`src/rtl/lb_pkg.sv`:
```
package lb_pkg;
  localparam int unsigned CNT_W    = 16;
  localparam int unsigned NARROW_W = 8;
  localparam int unsigned SEL_W    = 3;
  localparam int unsigned OP_W     = 2;
  localparam int unsigned OFS_W    = 9;
  localparam int unsigned ADDR_W   = 16;

  localparam logic [SEL_W-1:0] SEL_A  = 3'd0;
  localparam logic [SEL_W-1:0] SEL_B  = 3'd1;
  localparam logic [SEL_W-1:0] SEL_D  = 3'd2;
  localparam logic [SEL_W-1:0] SEL_X  = 3'd3;
  localparam logic [SEL_W-1:0] SEL_Y  = 3'd4;
  localparam logic [SEL_W-1:0] SEL_SP = 3'd5;

  typedef enum logic [OP_W-1:0] {
    OP_TST = 2'd0,
    OP_DEC = 2'd1,
    OP_INC = 2'd2,
    OP_RSV = 2'd3
  } cnt_op_e;

  typedef struct packed {
    logic              wr;
    logic [SEL_W-1:0]  sel;
    logic [CNT_W-1:0]  val;
    logic              tk;
    logic [ADDR_W-1:0] tgt;
  } lb_res_t;
endpackage

```
`src/rtl/lb_cnt_select.sv`:
```
module lb_cnt_select
  import lb_pkg::*;
#(
  parameter int unsigned W  = CNT_W,
  parameter int unsigned NW = NARROW_W
) (
  input  logic [SEL_W-1:0] sel_i,
  input  logic [NW-1:0]    a_i,
  input  logic [NW-1:0]    b_i,
  input  logic [W-1:0]     d_i,
  input  logic [W-1:0]     x_i,
  input  logic [W-1:0]     y_i,
  input  logic [W-1:0]     sp_i,
  output logic [W-1:0]     cur_o,
  output logic             narrow_o,
  output logic             known_o
);
  localparam int unsigned PAD_W = W - NW;

  always_comb begin
    cur_o    = '0;
    narrow_o = 1'b0;
    known_o  = 1'b1;
    unique case (sel_i)
      SEL_A:  begin cur_o = {{PAD_W{1'b0}}, a_i}; narrow_o = 1'b1; end
      SEL_B:  begin cur_o = {{PAD_W{1'b0}}, b_i}; narrow_o = 1'b1; end
      SEL_D:  cur_o = d_i;
      SEL_X:  cur_o = x_i;
      SEL_Y:  cur_o = y_i;
      SEL_SP: cur_o = sp_i;
      default: known_o = 1'b0;
    endcase
  end


  unknown_sel_chk: assert final (known_o || (sel_i > SEL_SP));
endmodule

```
`src/rtl/lb_cnt_step.sv`:
```
module lb_cnt_step
  import lb_pkg::*;
#(
  parameter int unsigned W  = CNT_W,
  parameter int unsigned NW = NARROW_W
) (
  input  logic [W-1:0]    cur_i,
  input  logic            narrow_i,
  input  cnt_op_e         op_i,
  output logic [W-1:0]    nxt_o,
  output logic            zero_o,
  output logic            step_o
);
  localparam logic [W-1:0] ONE       = W'(1);
  localparam logic [W-1:0] MASK_NARR = {{(W-NW){1'b0}}, {NW{1'b1}}};

  logic [W-1:0] raw, mask;

  always_comb begin
    unique case (op_i)
      OP_DEC:  raw = cur_i - ONE;
      OP_INC:  raw = cur_i + ONE;
      default: raw = cur_i;
    endcase
  end

  assign mask   = narrow_i ? MASK_NARR : '1;
  assign nxt_o  = raw & mask;
  assign zero_o = (nxt_o == '0);
  assign step_o = (op_i == OP_DEC) || (op_i == OP_INC);
endmodule

```
`src/rtl/lb_tgt_add.sv`:
```
module lb_tgt_add
  import lb_pkg::*;
#(
  parameter int unsigned AW = ADDR_W,
  parameter int unsigned OW = OFS_W
) (
  input  logic [AW-1:0] pc_i,
  input  logic [OW-1:0] ofs_i,
  output logic [AW-1:0] tgt_o
);
  logic [AW-1:0] ofs_ext;

  generate
    if (AW > OW) begin : g_ext
      assign ofs_ext = {{(AW-OW){ofs_i[OW-1]}}, ofs_i};
    end else begin : g_trunc
      assign ofs_ext = ofs_i[AW-1:0];
    end
  endgenerate

  assign tgt_o = pc_i + ofs_ext;
endmodule

```
`src/rtl/loop_branch_unit.sv`:
```
module loop_branch_unit
  import lb_pkg::*;
(
  input  logic              clk_i,
  input  logic              rst_ni,
  input  logic              valid_i,
  input  logic [SEL_W-1:0]  sel_i,
  input  logic [OP_W-1:0]   op_i,
  input  logic              on_nz_i,
  input  logic [OFS_W-1:0]  ofs_i,
  input  logic [ADDR_W-1:0] next_pc_i,
  input  logic [NARROW_W-1:0] a_i,
  input  logic [NARROW_W-1:0] b_i,
  input  logic [CNT_W-1:0]  d_i,
  input  logic [CNT_W-1:0]  x_i,
  input  logic [CNT_W-1:0]  y_i,
  input  logic [CNT_W-1:0]  sp_i,
  output logic              valid_o,
  output logic              wr_en_o,
  output logic [SEL_W-1:0]  wr_sel_o,
  output logic [CNT_W-1:0]  wr_data_o,
  output logic              taken_o,
  output logic [ADDR_W-1:0] target_o
);
  logic [CNT_W-1:0]  cur, nxt;
  logic              narrow, known, zero, step;
  logic [ADDR_W-1:0] tgt;
  lb_res_t           res_d, res_q;
  logic              vld_q;
  cnt_op_e           op;

  assign op = cnt_op_e'(op_i);

  lb_cnt_select u_sel (
    .sel_i(sel_i), .a_i(a_i), .b_i(b_i), .d_i(d_i), .x_i(x_i),
    .y_i(y_i), .sp_i(sp_i), .cur_o(cur), .narrow_o(narrow), .known_o(known)
  );

  lb_cnt_step u_step (
    .cur_i(cur), .narrow_i(narrow), .op_i(op),
    .nxt_o(nxt), .zero_o(zero), .step_o(step)
  );

  lb_tgt_add u_tgt (.pc_i(next_pc_i), .ofs_i(ofs_i), .tgt_o(tgt));

  always_comb begin
    res_d.wr  = valid_i && known && step;
    res_d.sel = sel_i;
    res_d.val = nxt;
    res_d.tk  = valid_i && known && (on_nz_i ? !zero : zero);
    res_d.tgt = tgt;
  end

  always_ff @(posedge clk_i or negedge rst_ni) begin
    if (!rst_ni) begin
      vld_q <= 1'b0;
      res_q <= '0;
    end else begin
      vld_q <= valid_i;
      res_q <= res_d;
    end
  end

  assign valid_o   = vld_q;
  assign wr_en_o   = res_q.wr;
  assign wr_sel_o  = res_q.sel;
  assign wr_data_o = res_q.val;
  assign taken_o   = res_q.tk;
  assign target_o  = res_q.tgt;


  wr_needs_valid_chk: assert property (@(posedge clk_i) disable iff (!rst_ni)
    (wr_en_o || taken_o) |-> valid_o);


  test_no_wr_chk: assert property (@(posedge clk_i) disable iff (!rst_ni)
    (valid_i && (op_i == OP_TST || op_i == OP_RSV)) |=> !wr_en_o);


  bad_sel_idle_chk: assert property (@(posedge clk_i) disable iff (!rst_ni)
    (valid_i && sel_i > SEL_SP) |=> (!wr_en_o && !taken_o));


  narrow_hi_zero_chk: assert property (@(posedge clk_i) disable iff (!rst_ni)
    (wr_en_o && wr_sel_o <= SEL_B) |-> (wr_data_o[CNT_W-1:NARROW_W] == '0));


  zero_taken_chk: assert property (@(posedge clk_i) disable iff (!rst_ni)
    (valid_i && !on_nz_i && sel_i <= SEL_SP && (op_i == OP_DEC || op_i == OP_INC))
    |=> (taken_o == (wr_data_o == '0)));


  wr_sel_echo_chk: assert property (@(posedge clk_i) disable iff (!rst_ni)
    (valid_i && sel_i <= SEL_SP && (op_i == OP_DEC || op_i == OP_INC))
    |=> (wr_en_o && wr_sel_o == $past(sel_i)));
endmodule

```
`config.mk`:
```
export PLATFORM = sky130hd
export DESIGN_NAME = loop_branch_unit
export DESIGN_NICKNAME = d
export VERILOG_FILES = /design/src/rtl/lb_pkg.sv /design/src/rtl/lb_cnt_select.sv /design/src/rtl/lb_cnt_step.sv /design/src/rtl/lb_tgt_add.sv /design/src/rtl/loop_branch_unit.sv
export SDC_FILE = /design/constraint.sdc
export NUM_CORES = 1
export LEC_CHECK = 0
export ABC_CLOCK_PERIOD_IN_PS = 800
export BUFFER_PORTS_ARGS = -buffer_cell sky130_fd_sc_hd__buf_2
export CAP_MARGIN = 20
export CORE_MARGIN = 4
export CORE_UTILIZATION = 52
export CTS_BUF_LIST = sky130_fd_sc_hd__clkbuf_16
export DETAILED_ROUTE_END_ITERATION = 6
export PLACE_DENSITY = 0.83
export SYNTH_ARGS = -nofsm -noshare
export SYNTH_HDL_FRONTEND = slang
export SYNTH_SLANG_ARGS = --single-unit
```
`constraint.sdc`:
```
create_clock -name clk_i -period 0.8 [get_ports clk_i]
set_input_delay 0.08 -clock clk_i [delete_from_list [all_inputs] [get_ports clk_i]]
set_output_delay 0.08 -clock clk_i [all_outputs]
set_load 0.01 [all_outputs]
```
==> impl_metrics.env, run 1 <==
export IMPL_first_logged_error_message="[ERROR DPL-0038] Utilization greater than 100%, impossible to legalize"
export IMPL_main_combinational_cell_family_by_area_after_synthesis="compound AO/OA/AOI/OAI gates"
export IMPL_i_o_pin_count=152
export IMPL_post_synth_fa_ha_maj_area_fraction=0.122
export IMPL_die_x_um=88.8
export IMPL_outcome="stopped before the end"
export IMPL_cts_root_buf="sky130_fd_sc_hd__clkbuf_16"
export IMPL_synth_cells=370
export IMPL_flow_stopped_at="global routing"
export IMPL_h_tree_depth=2
export IMPL_chipHeight_um=88.8
export IMPL_largest_net_degree_at_the_start_of_global_routing=39
export IMPL_initial_utilization=0.534
export IMPL_routabilityCongestion=0.971
export IMPL_yosys_warnings=0
export IMPL_distinct_cells_synth=64
export IMPL_cts_buffers_inserted=5
export IMPL_synthesis_area_um2=3390
export IMPL_synth_simple_area_share=0.155
export IMPL_numPortBuffers=151
export IMPL_row_count=29
export IMPL_synth_seq_area_share=0.280
export IMPL_place_hpwl_mm=9.61
export IMPL_synthMuxAreaShare=0.124
export IMPL_synth_compound_area_share=0.212
export IMPL_worstEndpointType="register input"
export IMPL_synth_ff_latch_count=38
export IMPL_syn_area_per_cell_um2=9.17
export IMPL_postSynth_asyncResetShare=1.00
export IMPL_xor_xnor_share_of_the_synthesized_area=0.0542
export IMPL_numClockSinks=38
export IMPL_post_synth_edffs=0
export IMPL_grt_worst_setup_endpoint="taken_o$_DFF_PN0_/D"
export IMPL_synth_main_ff_cell="sky130_fd_sc_hd__dfrtp_1"
export IMPL_cts_max_path_buffers=2
export IMPL_postSynthNetCount=516
cell usage after synthesis (all sizes together), types with 6 or more instances:
cell type,count,area share
dfrtp,38,0.28
nand3,10,0.015
or3,6,0.011
nand2,21,0.024
inv,25,0.028
ha,30,0.11
o21ai,18,0.027
o22ai,10,0.018
mux2i,25,0.074
a21oi,16,0.024
xor2,9,0.023
buf,12,0.022
a211oi,6,0.015
xnor2,12,0.031
a21o,9,0.020
nor2,32,0.035
cell families after synthesis:
logic type / after synthesis
buffers and inverters: 40
AO/OA/AOI/OAI: 101
adder cells (fa/ha/maj): 32
AND/OR/NAND/NOR: 103
flip-flops: 38
multiplexers: 35
XOR/XNOR: 21
repair_timing:
| action | CTS |
|---|---|
| gates resized for setup | 95 |
| pin swaps | 54 |
| hold endpoints to repair | 41 |
| hold buffers | 4 |
| setup buffers | 45 |
| setup endpoints to repair | 70 |
| cloned | 1 |
stage by stage:
stage          worst slack (ns)  setup TNS, ns  instances   util  instance area (µm²)
2_1_floorplan             -2.41         -32.13        370      -                 3590
3_3_place_gp              -2.62         -42.33        701  0.821                 5220
3_5_place_dp              -2.78         -45.17        701  0.821                 5220
4_1_cts                   -2.27         -36.16        751  0.976                 6200
==> run 2, diff against run 1 <==
--- a/config.mk
+++ b/config.mk
@@ -9,10 +9,9 @@
 export BUFFER_PORTS_ARGS = -buffer_cell sky130_fd_sc_hd__buf_2
 export CAP_MARGIN = 20
 export CORE_MARGIN = 4
-export CORE_UTILIZATION = 52
-export CTS_BUF_LIST = sky130_fd_sc_hd__clkbuf_16
+export CORE_UTILIZATION = 40
 export DETAILED_ROUTE_END_ITERATION = 6
-export PLACE_DENSITY = 0.83
+export PLACE_DENSITY_LB_ADDON = 0.15
 export SYNTH_ARGS = -nofsm -noshare
 export SYNTH_HDL_FRONTEND = slang
 export SYNTH_SLANG_ARGS = --single-unit
==> run 2 against run 1 <==
Against the previous run:
- area after synthesis did not move
- the flow now finishes, with violations (negative setup slack)
- synthesized cell count unchanged
==> impl_metrics.env, run 2 <==
export IMPL_critPathArrivalTime_ns=3.33
export IMPL_synth_ff_latch_count=38
export IMPL_postSynth_asyncResetShare=1.00
export IMPL_global_route_overflow_total=0
export IMPL_vdd_ir_drop_worst_mv=0.885
export IMPL_register_area_um2=951
export IMPL_outcome="finished with violations"
export IMPL_largest_net_degree_at_the_start_of_global_routing=32
export IMPL_cp_end_kind="flop"
export IMPL_cts_buffers_inserted=5
export IMPL_crit_start="sel_i[0]"
export IMPL_finalMaxSlewViolations=0
export IMPL_critical_path_startpoint_type="input pin"
export IMPL_post_synth_edffs=0
export IMPL_placed_instances=737
export IMPL_crit_path_cell_trace="buf_12 -> mux4_2 -> a2bb2oi_4 -> buf_4 -> buf_4 -> buf_4 -> buf_4 -> buf_4 -> buf_4 -> buf_4 -> buf_4 -> buf_4 -> nand2_2 -> or4_1 -> o21ai_1 -> nand4b_1 -> a2111o_1 -> a211oi_2 -> xnor2_1 -> nor2_1"
export IMPL_p_leak_nw=3.14
export IMPL_netlist_top_cell_by_area="sky130_fd_sc_hd__dfrtp_1"
export IMPL_chipHeight_um=100
export IMPL_final_common_cell="sky130_fd_sc_hd__buf_4"
export IMPL_syn_area_per_cell_um2=9.17
export IMPL_drtPass1Iterations=4
export IMPL_place_hpwl_mm=8.95
export IMPL_stdcell_count=783
export IMPL_timing_max_cap_violations=0
export IMPL_internal_power_w=0.00603
export IMPL_cts_root_buf="sky130_fd_sc_hd__clkbuf_8"
export IMPL_die_x_um=100
export IMPL_final_hold_worst_slack_ns=0.0424
export IMPL_finalInstanceArea_um2=6350
export IMPL_finalWirelength_mm=12.6
export IMPL_cp_slowest_cell="sky130_fd_sc_hd__mux4_2"
export IMPL_crit_path_max_fanout=8
export IMPL_wl_per_cell_um=16.1
export IMPL_filler_cell_count=579
export IMPL_h_tree_depth=2
export IMPL_net_switching_power_w=0.00336
export IMPL_power_frac_comb=0.601
export IMPL_crit_required_ns=0.98
export IMPL_area_delta_synth_final_pct=87.2
export IMPL_post_route_drc_count=0
export IMPL_worst_case_headroom_to_the_max_slew_limit=0.696
export IMPL_post_route_util=0.773
export IMPL_setup_repair_after_global_routing_missed_its_margin="yes"
export IMPL_setup_worst_path_class="in2reg"
export IMPL_hold_path_class="in2reg"
export IMPL_grt_pass1_vias=4237
export IMPL_postSynthNetCount=516
export IMPL_cts_max_path_buffers=2
export IMPL_route_vias_total=4079
export IMPL_timing_final_crit_period_ns=3.15
export IMPL_main_combinational_cell_family_by_area_after_synthesis="compound AO/OA/AOI/OAI gates"
export IMPL_report_final_hold_viol_count=0
export IMPL_routabilityCongestion=0.882
export IMPL_power_switching_fraction=0.358
export IMPL_grt_antenna_before_repair=0
export IMPL_ys_top_cells_by_area="sky130_fd_sc_hd__dfrtp_1 28%, sky130_fd_sc_hd__ha_1 11%, sky130_fd_sc_hd__mux2i_1 7.4%, sky130_fd_sc_hd__nor2_1 3.5%, sky130_fd_sc_hd__mux4_2 3.3%"
export IMPL_synthMostInstantiatedCell="sky130_fd_sc_hd__dfrtp_1"
export IMPL_initial_utilization=0.413
export IMPL_synth_simple_area_share=0.155
export IMPL_power_clock_fraction=0.147
export IMPL_finalSetupViolations=67
export IMPL_yosysTopAreaCellShare=0.280
export IMPL_critPathMostFrequentCell="sky130_fd_sc_hd__buf_4"
export IMPL_drt_vias_per_instance=5.21
export IMPL_post_synth_fa_ha_maj_area_fraction=0.122
export IMPL_core_area_um2=8220
export IMPL_placed_area_um2=5310
export IMPL_layout_nets=822
export IMPL_synth_compound_area_share=0.212
export IMPL_xor_xnor_share_of_the_synthesized_area=0.0542
export IMPL_min_setup_slack_post_route_ns=-2.35
export IMPL_numClockSinks=38
export IMPL_slowest_delay_ns=0.52
export IMPL_synth_main_ff_cell="sky130_fd_sc_hd__dfrtp_1"
export IMPL_yosys_warnings=0
export IMPL_power_density_nw_per_um2=1480
export IMPL_drtAntennaViolNets=0
export IMPL_die_area_um2=10000
export IMPL_tritoncts="done"
export IMPL_i_o_pin_count=152
export IMPL_synthesis_area_um2=3390
export IMPL_grt_pass1_wl_mm=18.8
export IMPL_multiInputGateArea_um2=2870
export IMPL_hold_start="sel_i[1]"
export IMPL_synth_top_cells_by_count="38 x sky130_fd_sc_hd__dfrtp_1, 32 x sky130_fd_sc_hd__nor2_1, 30 x sky130_fd_sc_hd__ha_1"
export IMPL_drt_iter0_drc=163
export IMPL_synth_seq_area_share=0.280
export IMPL_failed_checks="negative setup slack"
export IMPL_timing_final_crit_share=3.93
export IMPL_row_count=33
export IMPL_achievable_clock_frequency_mhz=318
export IMPL_synthMuxAreaShare=0.124
export IMPL_numPortBuffers=151
export IMPL_distinct_cells_synth=64
export IMPL_gr_usage_all_layers=0.232
export IMPL_share_seq_of_total_power=0.253
export IMPL_final_layout_size_suffix_gt1_frac=0.620
export IMPL_worst_pin_slew_ns=0.445
export IMPL_clk_pin_slew_ns=0.07
export IMPL_mostFrequentLayoutCells="140 x sky130_fd_sc_hd__buf_4, 135 x sky130_fd_sc_hd__buf_2, 38 x sky130_fd_sc_hd__dfrtp_1"
export IMPL_synth_cells=370
[run 2: cell counts after synthesis]
No cell type changed its count.
[run 2: power by group through the flow]
stage / Sequential [W] / Combinational [W] / Clock (W)
4_1_cts: 0.00237 / 0.00498 / 0.00141
3_3_place_gp: 0.00237 / 0.00423 / 0
6_report: 0.00237 / 0.00564 / 0.00138
2_1_floorplan: 0.00260 / 0.00207 / 0
5_1_grt: 0.00241 / 0.00604 / 0.00151
3_5_place_dp: 0.00239 / 0.00432 / 0
[run 2: area by class of cell]
cell class,instances,area share
clock buffer,7,0.0136
sequential,38,0.150
inverter,25,0.0160
timing repair buffer,314,0.348
tap,105,0.0207
clock inverter,1,0.000788
multi-input combinational,292,0.451
antenna,1,0.000394
[run 2: per-layer routing]
| metal | vias to the layer above | track usage | share of wire |
|---|---|---|---|
| met5 | - | 0 | 0 |
| met2 | 115 | 0.428 | 0.55 |
| met4 | 0 | 0.0798 | 0.023 |
| met3 | 26 | 0.0410 | 0.052 |
| met1 | 1950 | 0.268 | 0.38 |
| li1 | 1988 | - | - |
[run 2: final timing paths]
kind,cells after the start,slack (ns),to
setup / recovery,20,-2.35,taken_o
hold / removal,1,0.04,wr_sel_o[1]
max in group asynchronous,3,0.22,wr_sel_o[0]
min in group asynchronous,2,0.17,wr_data_o[14]
[run 2: worst max-delay path: cells and delay by family]
kind            cells  cell delay (ns)
simple gates        4             0.66
buf+inv            10             0.97
mux                 1             0.52
compound gates      4             0.93
xor+xnor            1             0.15
[run 2: kinds of logic after synthesis]
| family | Yosys count |
|---|---|
| xor+xnor | 21 |
| fa+ha+maj | 32 |
| mux | 35 |
| buf+inv | 40 |
| simple gates | 103 |
| flops | 38 |
| compound gates | 101 |
[run 2: through the flow]
| step | total power [W] | setup TNS [ns] | worst slack (ns) |
|---|---|---|---|
| global route | 0.00996 | -38.82 | -2.46 |
| finish | 0.00938 | -35.30 | -2.35 |
| floorplan | 0.00467 | -32.13 | -2.41 |
| CTS | 0.00876 | -34.86 | -2.33 |
| global placement | 0.00660 | -43.32 | -2.65 |
| detailed placement | 0.00671 | -44.18 | -2.74 |
[run 2: repair_timing]
action | CTS | global route
gates resized for setup | 74 | 54
hold endpoints to repair | 41 | 1
cloned | 1 | 0
pin swaps | 53 | 49
setup endpoints to repair | 69 | 68
setup buffers | 46 | 19
hold buffers | 4 | 1
(Power assumes the default switching activity.)
==> run 3, diff against run 2 <==
--- a/config.mk
+++ b/config.mk
@@ -11,6 +11,7 @@
 export CORE_MARGIN = 4
 export CORE_UTILIZATION = 40
 export DETAILED_ROUTE_END_ITERATION = 6
+export GPL_TIMING_DRIVEN = 0
 export PLACE_DENSITY_LB_ADDON = 0.15
 export SYNTH_ARGS = -nofsm -noshare
 export SYNTH_HDL_FRONTEND = slang
==> run 3 against run 2 <==
Against the previous run:
- the run ends with negative hold slack, negative setup slack left
- clock power rose by 10%
- core utilization fell by 8.8 points
- first-iteration DRC count fell by 28%
- clock-buffer cell count rose by 1
- combinational power fell by 14%
- power fell by 6.9%
- critical path type unchanged
- sequential power barely moved
- via count fell by 11%
- hold slack got worse by 0.15 ns
- final area fell by 11%
==> impl_metrics.env, run 3 (synthesis results as in run 2) <==
export IMPL_post_route_util=0.685
export IMPL_finalSetupViolations=69
export IMPL_placed_instances=626
export IMPL_net_switching_power_w=0.00313
export IMPL_chipHeight_um=100
export IMPL_core_area_um2=8220
export IMPL_wl_per_cell_um=15.9
export IMPL_post_route_drc_count=0
export IMPL_stdcell_count=681
export IMPL_critPathMostFrequentCell="sky130_fd_sc_hd__buf_4"
export IMPL_setup_repair_after_global_routing_missed_its_margin="yes"
export IMPL_cts_root_buf="sky130_fd_sc_hd__clkbuf_8"
export IMPL_internal_power_w=0.00562
export IMPL_power_frac_comb=0.554
export IMPL_crit_path_max_fanout=8
export IMPL_area_delta_synth_final_pct=65.8
export IMPL_largest_net_degree_at_the_start_of_global_routing=39
export IMPL_h_tree_depth=2
export IMPL_final_hold_worst_slack_ns=-0.106
export IMPL_tritoncts="done"
export IMPL_route_vias_total=3640
export IMPL_final_layout_size_suffix_gt1_frac=0.533
export IMPL_finalMaxSlewViolations=0
export IMPL_clk_pin_slew_ns=0.08
export IMPL_slowest_delay_ns=0.35
export IMPL_drtAntennaViolNets=0
export IMPL_achievable_clock_frequency_mhz=305
export IMPL_crit_path_cell_trace="clkbuf_4 -> buf_6 -> buf_4 -> a22oi_1 -> o22ai_2 -> ha_4 -> a21o_1 -> a221oi_4 -> buf_4 -> o31a_1 -> o21a_1 -> o211ai_1 -> o2111ai_1 -> a2111o_1 -> a211oi_2 -> xnor2_1 -> nor2_1"
export IMPL_i_o_pin_count=152
export IMPL_grt_pass1_vias=3719
export IMPL_grt_pass1_wl_mm=16.6
export IMPL_antenna_diode_count=0
export IMPL_timing_final_crit_share=4.10
export IMPL_failed_checks="negative hold slack, negative setup slack"
export IMPL_placed_area_um2=4470
export IMPL_timing_final_crit_period_ns=3.28
export IMPL_numClockSinks=38
export IMPL_finalInstanceArea_um2=5630
export IMPL_power_switching_fraction=0.358
export IMPL_cts_buffers_inserted=5
export IMPL_cp_slowest_cell="sky130_fd_sc_hd__ha_4"
export IMPL_worst_pin_slew_ns=0.835
export IMPL_power_density_nw_per_um2=1550
export IMPL_timing_max_cap_violations=0
export IMPL_row_count=33
export IMPL_vdd_ir_drop_worst_mv=1.12
export IMPL_p_leak_nw=2.67
export IMPL_die_area_um2=10000
export IMPL_report_final_hold_viol_count=38
export IMPL_place_hpwl_mm=8.07
export IMPL_worst_case_headroom_to_the_max_slew_limit=0.443
export IMPL_setup_worst_path_class="in2reg"
export IMPL_grt_antenna_before_repair=0
export IMPL_critPathArrivalTime_ns=3.45
export IMPL_cp_end_kind="flop"
export IMPL_filler_cell_count=668
export IMPL_finalWirelength_mm=10.8
export IMPL_layout_nets=721
export IMPL_critical_path_startpoint_type="input pin"
export IMPL_routabilityCongestion=0.959
export IMPL_final_common_cell="sky130_fd_sc_hd__buf_2"
export IMPL_initial_utilization=0.413
export IMPL_drt_vias_per_instance=5.35
export IMPL_final_setup_tns_ns=-33.73
export IMPL_hold_path_class="in2async"
export IMPL_die_x_um=100
export IMPL_gr_usage_all_layers=0.204
export IMPL_share_seq_of_total_power=0.271
export IMPL_cts_hold_repair_buffers=5
export IMPL_power_clock_fraction=0.174
export IMPL_outcome="finished with violations"
export IMPL_crit_required_ns=0.98
export IMPL_drt_iter0_drc=118
export IMPL_min_setup_slack_post_route_ns=-2.48
export IMPL_drtPass1Iterations=4
export IMPL_mostFrequentLayoutCells="132 x sky130_fd_sc_hd__buf_2, 38 x sky130_fd_sc_hd__dfrtp_1, 37 x sky130_fd_sc_hd__buf_4"
export IMPL_global_route_overflow_total=0
export IMPL_numPortBuffers=151
export IMPL_cts_max_path_buffers=2
==> run 3: cell type report <==
class	count	area [µm²]	area share
plain buffers	12	164	0.0291
clock buffers	8	110	0.0196
inverters	25	109	0.0193
multi-input cells	292	2820	0.501
flip-flops and latches	38	951	0.169
well taps	105	131	0.0233
repair buffers	201	1340	0.238
==> run 3: repair_timing <==
item,4_1_cts,5_1_grt
endpoints found under the hold margin,43,38
buffers inserted,30,22
gates cloned,0,1
pin swaps,43,44
endpoints found under the setup margin,68,68
resized for setup,57,62
==> run 3: per-stage QoR <==
| stage | total power, W | worst slack (ns) |
|---|---|---|
| floorplan | 0.00467 | -2.41 |
| detailed placement | 0.00585 | -2.99 |
| global placement | 0.00578 | -2.99 |
| global route | 0.00931 | -2.59 |
| finish | 0.00874 | -2.48 |
| CTS | 0.00811 | -2.55 |
==> run 3: metal layers <==
layer,wire length [µm],track usage
met1,4180,0.246
met5,0,0
met4,174,0.0580
met2,5760,0.372
met3,701,0.0375
==> run 3: power by group through the flow <==
stage                     sequential [W]  combinational (W)  clock (W)
after floorplan                  0.00260            0.00207          0
after detailed placement         0.00239            0.00346          0
after CTS                        0.00237            0.00417    0.00158
after global placement           0.00238            0.00341          0
final                            0.00237            0.00485    0.00152
after global routing             0.00240            0.00524    0.00167
==> run 3: worst max-delay path, delay by kind of cell <==
kind | cells | cell delay (ns)
adders and majority gates | 1 | 0.35
AOI/OAI and AO/OA | 10 | 2.24
and+or+nand+nor | 1 | 0.06
xor gates and xnor gates | 1 | 0.15
buffers and inverters | 4 | 0.58
==> run 3: worst paths after layout <==
path / from / to
setup / recovery: sel_i[1] / taken_o
hold / removal: rst_ni / target_o[13]
max in group asynchronous: rst_ni / wr_sel_o[1]
min in group clk_i: on_nz_i / taken_o
